### src/rtl/sat_resize_pkg.sv
package sat_resize_pkg;
    typedef enum logic {
        REPR_SIGNED   = 1'b0,
        REPR_UNSIGNED = 1'b1
    } repr_e;
endpackage

### src/rtl/rsz_delay.sv
module rsz_delay #(
    parameter int W     = 4,
    parameter int DEPTH = 1
) (
    input  logic         clk,
    input  logic         rst_n,
    input  logic [W-1:0] d,
    output logic [W-1:0] q
);
    generate
        if (DEPTH == 0) begin : g_bypass
            logic unused_ctl;
            assign unused_ctl = clk ^ rst_n;
            assign q = d;
        end else begin : g_regs
            logic [W-1:0] stage [DEPTH];
            always_ff @(posedge clk or negedge rst_n) begin
                if (!rst_n) begin
                    for (int i = 0; i < DEPTH; i++) stage[i] <= '0;
                end else begin
                    stage[0] <= d;
                    for (int i = 1; i < DEPTH; i++) stage[i] <= stage[i-1];
                end
            end
            assign q = stage[DEPTH-1];
        end
    endgenerate
endmodule

### src/rtl/rsz_core.sv
module rsz_core
    import sat_resize_pkg::*;
#(
    parameter repr_e REPR      = REPR_SIGNED,
    parameter int    IN_W      = 5,
    parameter int    OUT_W     = 3,
    parameter bit    SATURATE  = 1'b1,
    parameter bit    SYMMETRIC = 1'b1
) (
    input  logic [IN_W-1:0]  din,
    output logic [OUT_W-1:0] dout,
    output logic             ovf
);
    localparam logic [OUT_W-1:0] SMIN = OUT_W'(1) << (OUT_W - 1);
    localparam logic [OUT_W-1:0] SMAX = ~SMIN;
    localparam logic [OUT_W-1:0] UMAX = '1;

    generate
        if (OUT_W > IN_W) begin : g_widen
            if (REPR == REPR_SIGNED) begin : g_sext
                assign dout = {{(OUT_W-IN_W){din[IN_W-1]}}, din};
            end else begin : g_zext
                assign dout = {{(OUT_W-IN_W){1'b0}}, din};
            end
            assign ovf = 1'b0;
        end else if (OUT_W == IN_W) begin : g_same
            assign dout = din;
            assign ovf  = 1'b0;
        end else begin : g_narrow
            logic [OUT_W-1:0] low_bits;
            logic [OUT_W-1:0] limit;
            logic [OUT_W-1:0] pre;
            logic             fits;
            assign low_bits = din[OUT_W-1:0];
            if (REPR == REPR_SIGNED) begin : g_srange
                assign fits  = (din[IN_W-1:OUT_W-1] == '0) || (din[IN_W-1:OUT_W-1] == '1);
                assign limit = din[IN_W-1] ? SMIN : SMAX;
            end else begin : g_urange
                assign fits  = (din[IN_W-1:OUT_W] == '0);
                assign limit = UMAX;
            end
            always_comb begin
                pre = (SATURATE && !fits) ? limit : low_bits;
                if (REPR == REPR_SIGNED && SATURATE && SYMMETRIC && pre == SMIN)
                    dout = SMIN + OUT_W'(1);
                else
                    dout = pre;
            end
            assign ovf = !fits;
        end
    endgenerate
endmodule

### src/rtl/sat_resize.sv
module sat_resize
    import sat_resize_pkg::*;
#(
    parameter repr_e REPR       = REPR_SIGNED,
    parameter int    IN_W       = 5,
    parameter int    OUT_W      = 3,
    parameter bit    SATURATE   = 1'b1,
    parameter bit    SYMMETRIC  = 1'b1,
    parameter int    IN_STAGES  = 0,
    parameter int    OUT_STAGES = 1
) (
    input  logic             clk,
    input  logic             rst_n,
    input  logic [IN_W-1:0]  din,
    output logic [OUT_W-1:0] dout,
    output logic             ovf
);
    localparam bit NARROW = (OUT_W < IN_W);
    localparam logic [OUT_W-1:0] SMIN = OUT_W'(1) << (OUT_W - 1);
    localparam logic [OUT_W-1:0] SMAX = ~SMIN;

    logic [IN_W-1:0]  din_q;
    logic [OUT_W-1:0] core_dat;
    logic             core_ovf;

    rsz_delay #(.W(IN_W), .DEPTH(IN_STAGES)) u_in_pipe (
        .clk(clk), .rst_n(rst_n), .d(din), .q(din_q)
    );

    rsz_core #(
        .REPR(REPR), .IN_W(IN_W), .OUT_W(OUT_W),
        .SATURATE(SATURATE), .SYMMETRIC(SYMMETRIC)
    ) u_core (
        .din(din_q), .dout(core_dat), .ovf(core_ovf)
    );

    rsz_delay #(.W(OUT_W + 1), .DEPTH(OUT_STAGES)) u_out_pipe (
        .clk(clk), .rst_n(rst_n), .d({core_ovf, core_dat}), .q({ovf, dout})
    );

    generate
        if (!NARROW) begin : g_chk_widen
            assert_widen_no_ovf_R3: assert property (@(posedge clk) disable iff (!rst_n)
                !ovf);
        end
        if (NARROW && SATURATE && REPR == REPR_UNSIGNED) begin : g_chk_uclip
            assert_uclip_all_ones_R5: assert property (@(posedge clk) disable iff (!rst_n)
                ovf |-> (dout == '1));
        end
        if (NARROW && SATURATE && REPR == REPR_SIGNED && !SYMMETRIC) begin : g_chk_sclip
            assert_sclip_limits_R6: assert property (@(posedge clk) disable iff (!rst_n)
                ovf |-> (dout[OUT_W-1] ? (dout == SMIN) : (dout == SMAX)));
        end
        if (NARROW && SATURATE && REPR == REPR_SIGNED && SYMMETRIC) begin : g_chk_sym
            assert_sym_no_min_R7: assert property (@(posedge clk) disable iff (!rst_n)
                dout != SMIN);
            assert_sym_limits_R7: assert property (@(posedge clk) disable iff (!rst_n)
                ovf |-> (dout == SMAX || dout == SMIN + OUT_W'(1)));
        end
    endgenerate
endmodule

### config.mk
export PLATFORM = sky130hd
export DESIGN_NAME = sat_resize
export DESIGN_NICKNAME = d
export VERILOG_FILES = /design/src/rtl/sat_resize_pkg.sv /design/src/rtl/rsz_delay.sv /design/src/rtl/rsz_core.sv /design/src/rtl/sat_resize.sv
export SDC_FILE = /design/constraint.sdc
export NUM_CORES = 1
export LEC_CHECK = 0
export BUFFER_PORTS_ARGS = -buffer_cell sky130_fd_sc_hd__buf_2
export CORE_AREA = 2 2 39 41
export DETAILED_ROUTE_END_ITERATION = 7
export DIE_AREA = 0 0 41 43
export GPL_TIMING_DRIVEN = 0
export PLACE_DENSITY = 0.37
export SYNTH_ARGS = -nofsm -noshare
export SYNTH_HDL_FRONTEND = slang
export SYNTH_SLANG_ARGS = --single-unit
### constraint.sdc
create_clock -name clk -period 0.8 [get_ports clk]
set_input_delay 0.12 -clock clk [delete_from_list [all_inputs] [get_ports clk]]
set_output_delay 0.12 -clock clk [all_outputs]
set_load 0.02 [all_outputs]
# Word-level counts from Yosys, hierarchy flattened
# Index checks and enable logic that the tools add are counted.
dict set report op_classes {
  n_reduce_logical 3
  n_mux 3
  eq_ne 2
}
# cell n
set ops {}
lappend ops {{2-to-1 mux 3 bit} 3}
lappend ops {{equality test 3 bit (second input constant)} 2}
lappend ops {{logical NOT 3 bit} 1}
lappend ops {{logical NOT 1 bit} 1}
lappend ops {{logical OR 1 bit} 1}
dict set report word_totals {
  input_bits 7
  word_cells 9
  out_inout_bits 4
  register_bits 4
}

# Depth between registers and ports, before layout
dict set report logic_depth {
  word_depth 5
  depth_mapped 2
  depth_no_buf 2
}

# Modules after synthesis
# Synthesis repeated with hierarchy kept, for this count alone.
dict set report unflattened {
  cells_unflattened 19
  hier_area_um2 200.2
}
# mod cells_each instances area_each_um2 seq_area_each_um2
set modules_own_cells {}
lappend modules_own_cells {{rsz_delay (u_out_pipe)} 4 1 100.1 100.1}
lappend modules_own_cells {rsz_core 10 1 62.6 0.0}
lappend modules_own_cells {{rsz_delay (u_in_pipe)} 5 1 37.5 0.0}

# Least setup slack after synthesis
# OpenSTA, ideal clock, no wires.
dict set report synth_timing {
  path_kind {input -> register}
  start {input port din[2]}
  end {register u_out_pipe.g_regs.stage, in the netlist u_out_pipe.q[0]}
  setup_ps 128
  slack_ps 255
  n_path_buf 0
  cell_stages 2
  required_ps 672
  arrival_time_ps 417
  cell_sequence {nor3_1 -> o21bai_1}
}
dict set report synth_via {
  elab_chain_len 5
  word_cells_on_any_way 6
  classes_between {eq/ne: 2; mux: 2; reduce/logical: 2}
}
# element line_no
set synth_rtl {}
lappend synth_rtl {{from (decl)} sat_resize.sv:14} ;# input logic [IN_W-1:0] din,
lappend synth_rtl {{equality test 3 bit or logical NOT 3 bit (tied branches)} rsz_core.sv:36} ;# assign fits = (din[IN_W-1:OUT_W-1] == '0) || (din[IN_W-1:OUT_W-1] == '1);
lappend synth_rtl {{logical OR 1 bit} rsz_core.sv:36}
lappend synth_rtl {{2-to-1 mux 3 bit (*)} rsz_core.sv:43} ;# pre = (SATURATE && !fits) ? limit : low_bits;
lappend synth_rtl {{equality test 3 bit} rsz_core.sv:44} ;# if (REPR == REPR_SIGNED && SATURATE && SYMMETRIC && pre == SMIN)
lappend synth_rtl {{2-to-1 mux 3 bit (*)} rsz_core.sv:44}
lappend synth_rtl {{via core_dat[0]} sat_resize.sv:23} ;# logic [OUT_W-1:0] core_dat;
lappend synth_rtl {{to (decl)} rsz_delay.sv:16} ;# logic [W-1:0] stage [DEPTH];
# Mark *: on every way through the listed nets, which the timed path passes. The rest lies on a longest branch.

# Worst setup path in the final report
dict set report layout_timing {
  start {register u_out_pipe.g_regs.stage, in the netlist u_out_pipe.q[2]}
  end {output port dout[2]}
}
# element line_no
set layout_lines {}
lappend layout_lines {{to (decl)} sat_resize.sv:15} ;# output logic [OUT_W-1:0] dout,
# No word-level cell between the ends.

==> run metrics <==
Core Rows 14; vias in the first global route 155; count of input and output buffers 10; failing checks setup timing; worst endpoint required time 0.68 ns; register area share after synthesis 64.0%; DR DRC count 0; max frequency 1.18 GHz; Initial Utilization 11.3%; dpl cell area 226 um^2; worst path bufs/invs 1; Placer Congestion 0.569; postcts setup bufs 0; CP max FO 1; clock slew at reported path FFs 0.04 ns; Cell Chain, Critical Path buf_6; H-tree depth 1; Clock Path Buffers 2; largest net degree at the start of global routing 7; area of the die 1760 um^2; vias per cell 3.45; Syn Area/Cell 11.2 um^2; Worst VDD drop 0.335 mV; global-route wire length before repair 538 um; max_cap viols 0; Critical Path Start Type register; total CTS buffers 3; TritonRoute pass-1 iters 2; post-route cell area 284 um^2; worst min path class in -> reg; Synth Net Count 21; crit-path leading delay family flip-flops; core area 1380 um^2; Worst slew margin 84.5%; total track usage 5.63%; Slew Viols, Final 0; count of cell types in the netlist 10; total wire length 341 um; Yosys top cell area share 64.0%; critical path type reg -> out; leading area contributor after synthesis dfrtp_1; average wire per standard cell 7.75 um; fin cells 44; die width 41 um; slowest CP cell dfrtp_1; RSZ-0062 raised after global routing true; Final setup viols 4; Synth-to-Final Area Change 81.6%; Worst Hold Depth 2; Worst Setup End Kind primary output; CP peak stage delay 0.37 ns; setup ws final -0.0478 ns; DR vias 152; max reg flops 4; Worst EP arrival 0.73 ns; top area cells in the synthesized netlist dfrtp_1 (64%), and4_1 (5.6%), a21boi_1 (4.8%), nor2_1 (4.8%), o21bai_1 (4.8%); Final Hold Fails 0; DRT iter0 DRCs 2; status finished with violations; Power Density 1940 nW/um^2; final worst path period share 106%; Final Core Density 20.5%; Nets 37; share of cells above drive strength 1 46.4%; clock sink count 4; Overflow after GRT 0; placed insts 40; critical path depth 1; Cells after Synth 14; Clk Tree Root Cell clkbuf_4; fillcell total 149; initial antenna violation count 0; CTS tree yes; Top Ports 11; Die Y 43 um; Yosys warning total 0; leak pwr 0.137 nW; post-route ant nets 0; synthesized area 156 um^2; minimum clock period 0.848 ns; antenna diode count 0; Slew @ Worst Pin 0.231 ns; Yosys reg bits 4
worst paths after layout:
check                      slack [ns]            start               to
max                             -0.05  u_out_pipe.q[2]          dout[2]
min                              0.09           din[0]  u_out_pipe.q[0]
max in group asynchronous        0.45            rst_n  u_out_pipe.q[3]
min in group asynchronous        0.23            rst_n  u_out_pipe.q[2]
routing by layer:
metal / up-vias / global-route usage (%) / routed length, um / share of wire [%]
met3: 2 / 3.14 / 53 / 16
met1: 61 / 4.85 / 139 / 41
met5: - / 0 / 0 / 0
met2: 13 / 6.25 / 132 / 39
met4: 0 / 10.0 / 14 / 4.1
li1: 76 / - / - / -
metrics by stage:
stage	total power [mW]	setup TNS (ns)	setup WS, ns	hold slack, ns
6_report	0.552	-0.173	-0.0478	0.0905
5_1_grt	0.597	-0.288	-0.0807	0.0959
4_1_cts	0.571	-0.226	-0.0577	0.0839
3_5_place_dp	0.290	0	0.0666	-0.0761
3_3_place_gp	0.288	0	0.0973	-0.0782
2_1_floorplan	0.253	0	0.255	-0.176
synth_stat cells:
cell type and n:
dfrtp_1 4, nor2_1 2, a21boi_1 1, and3_1 1, and4_1 1, clkbuf_1 1
inv_1 1, nor3_1 1, o21bai_1 1, o22ai_1 1
cell type report:
class                           count  area [um^2]  area share (%)
Sequential cell                     4          100            35.2
Timing Repair Buffer               11         85.1            30.0
Multi-Input combinational cell      8         48.8            17.2
Clock buffer                        3         22.5            7.93
Tap cell                           16         20.0            7.05
Buffer                              1         3.75            1.32
Inverter                            1         3.75            1.32
report_power, final:
group	internal [mW]	switching [mW]	leakage [nW]
clock	0.167	0.0767	0.0138
combinational	0.0461	0.0409	0.0807
sequential	0.216	0.00541	0.0424
total	0.429	0.123	0.137
placed cells by master, fill, tap and decap left out, drive strengths merged:
cell type / synthesis / final
buf: 0 / 10
dfrtp: 4 / 4
clkbuf: 1 / 4
nor2: 2 / 2
nor3: 1 / 1
and3: 1 / 1
inv: 1 / 1
a21boi: 1 / 1
o22ai: 1 / 1
and4: 1 / 1
o21bai: 1 / 1
dlygate4sd3: 0 / 1
what timing repair did:
action | CTS | global route
hold buffers | 1 | 0
resized for setup | 8 | 0
pin swaps | 0 | 0
endpoints found under the hold margin | 4 | 0
setup endpoints to repair | 4 | 4
logic make-up after synthesis:
kind of cell | count (synthesis) | synth area share (%)
DFF | 4 | 64.0
and+or+nand+nor | 5 | 17.6
buffers and inverters | 2 | 4.80
AOI/OAI and AO/OA | 3 | 13.6
Note: power is estimated with default switching activity, not from simulation.
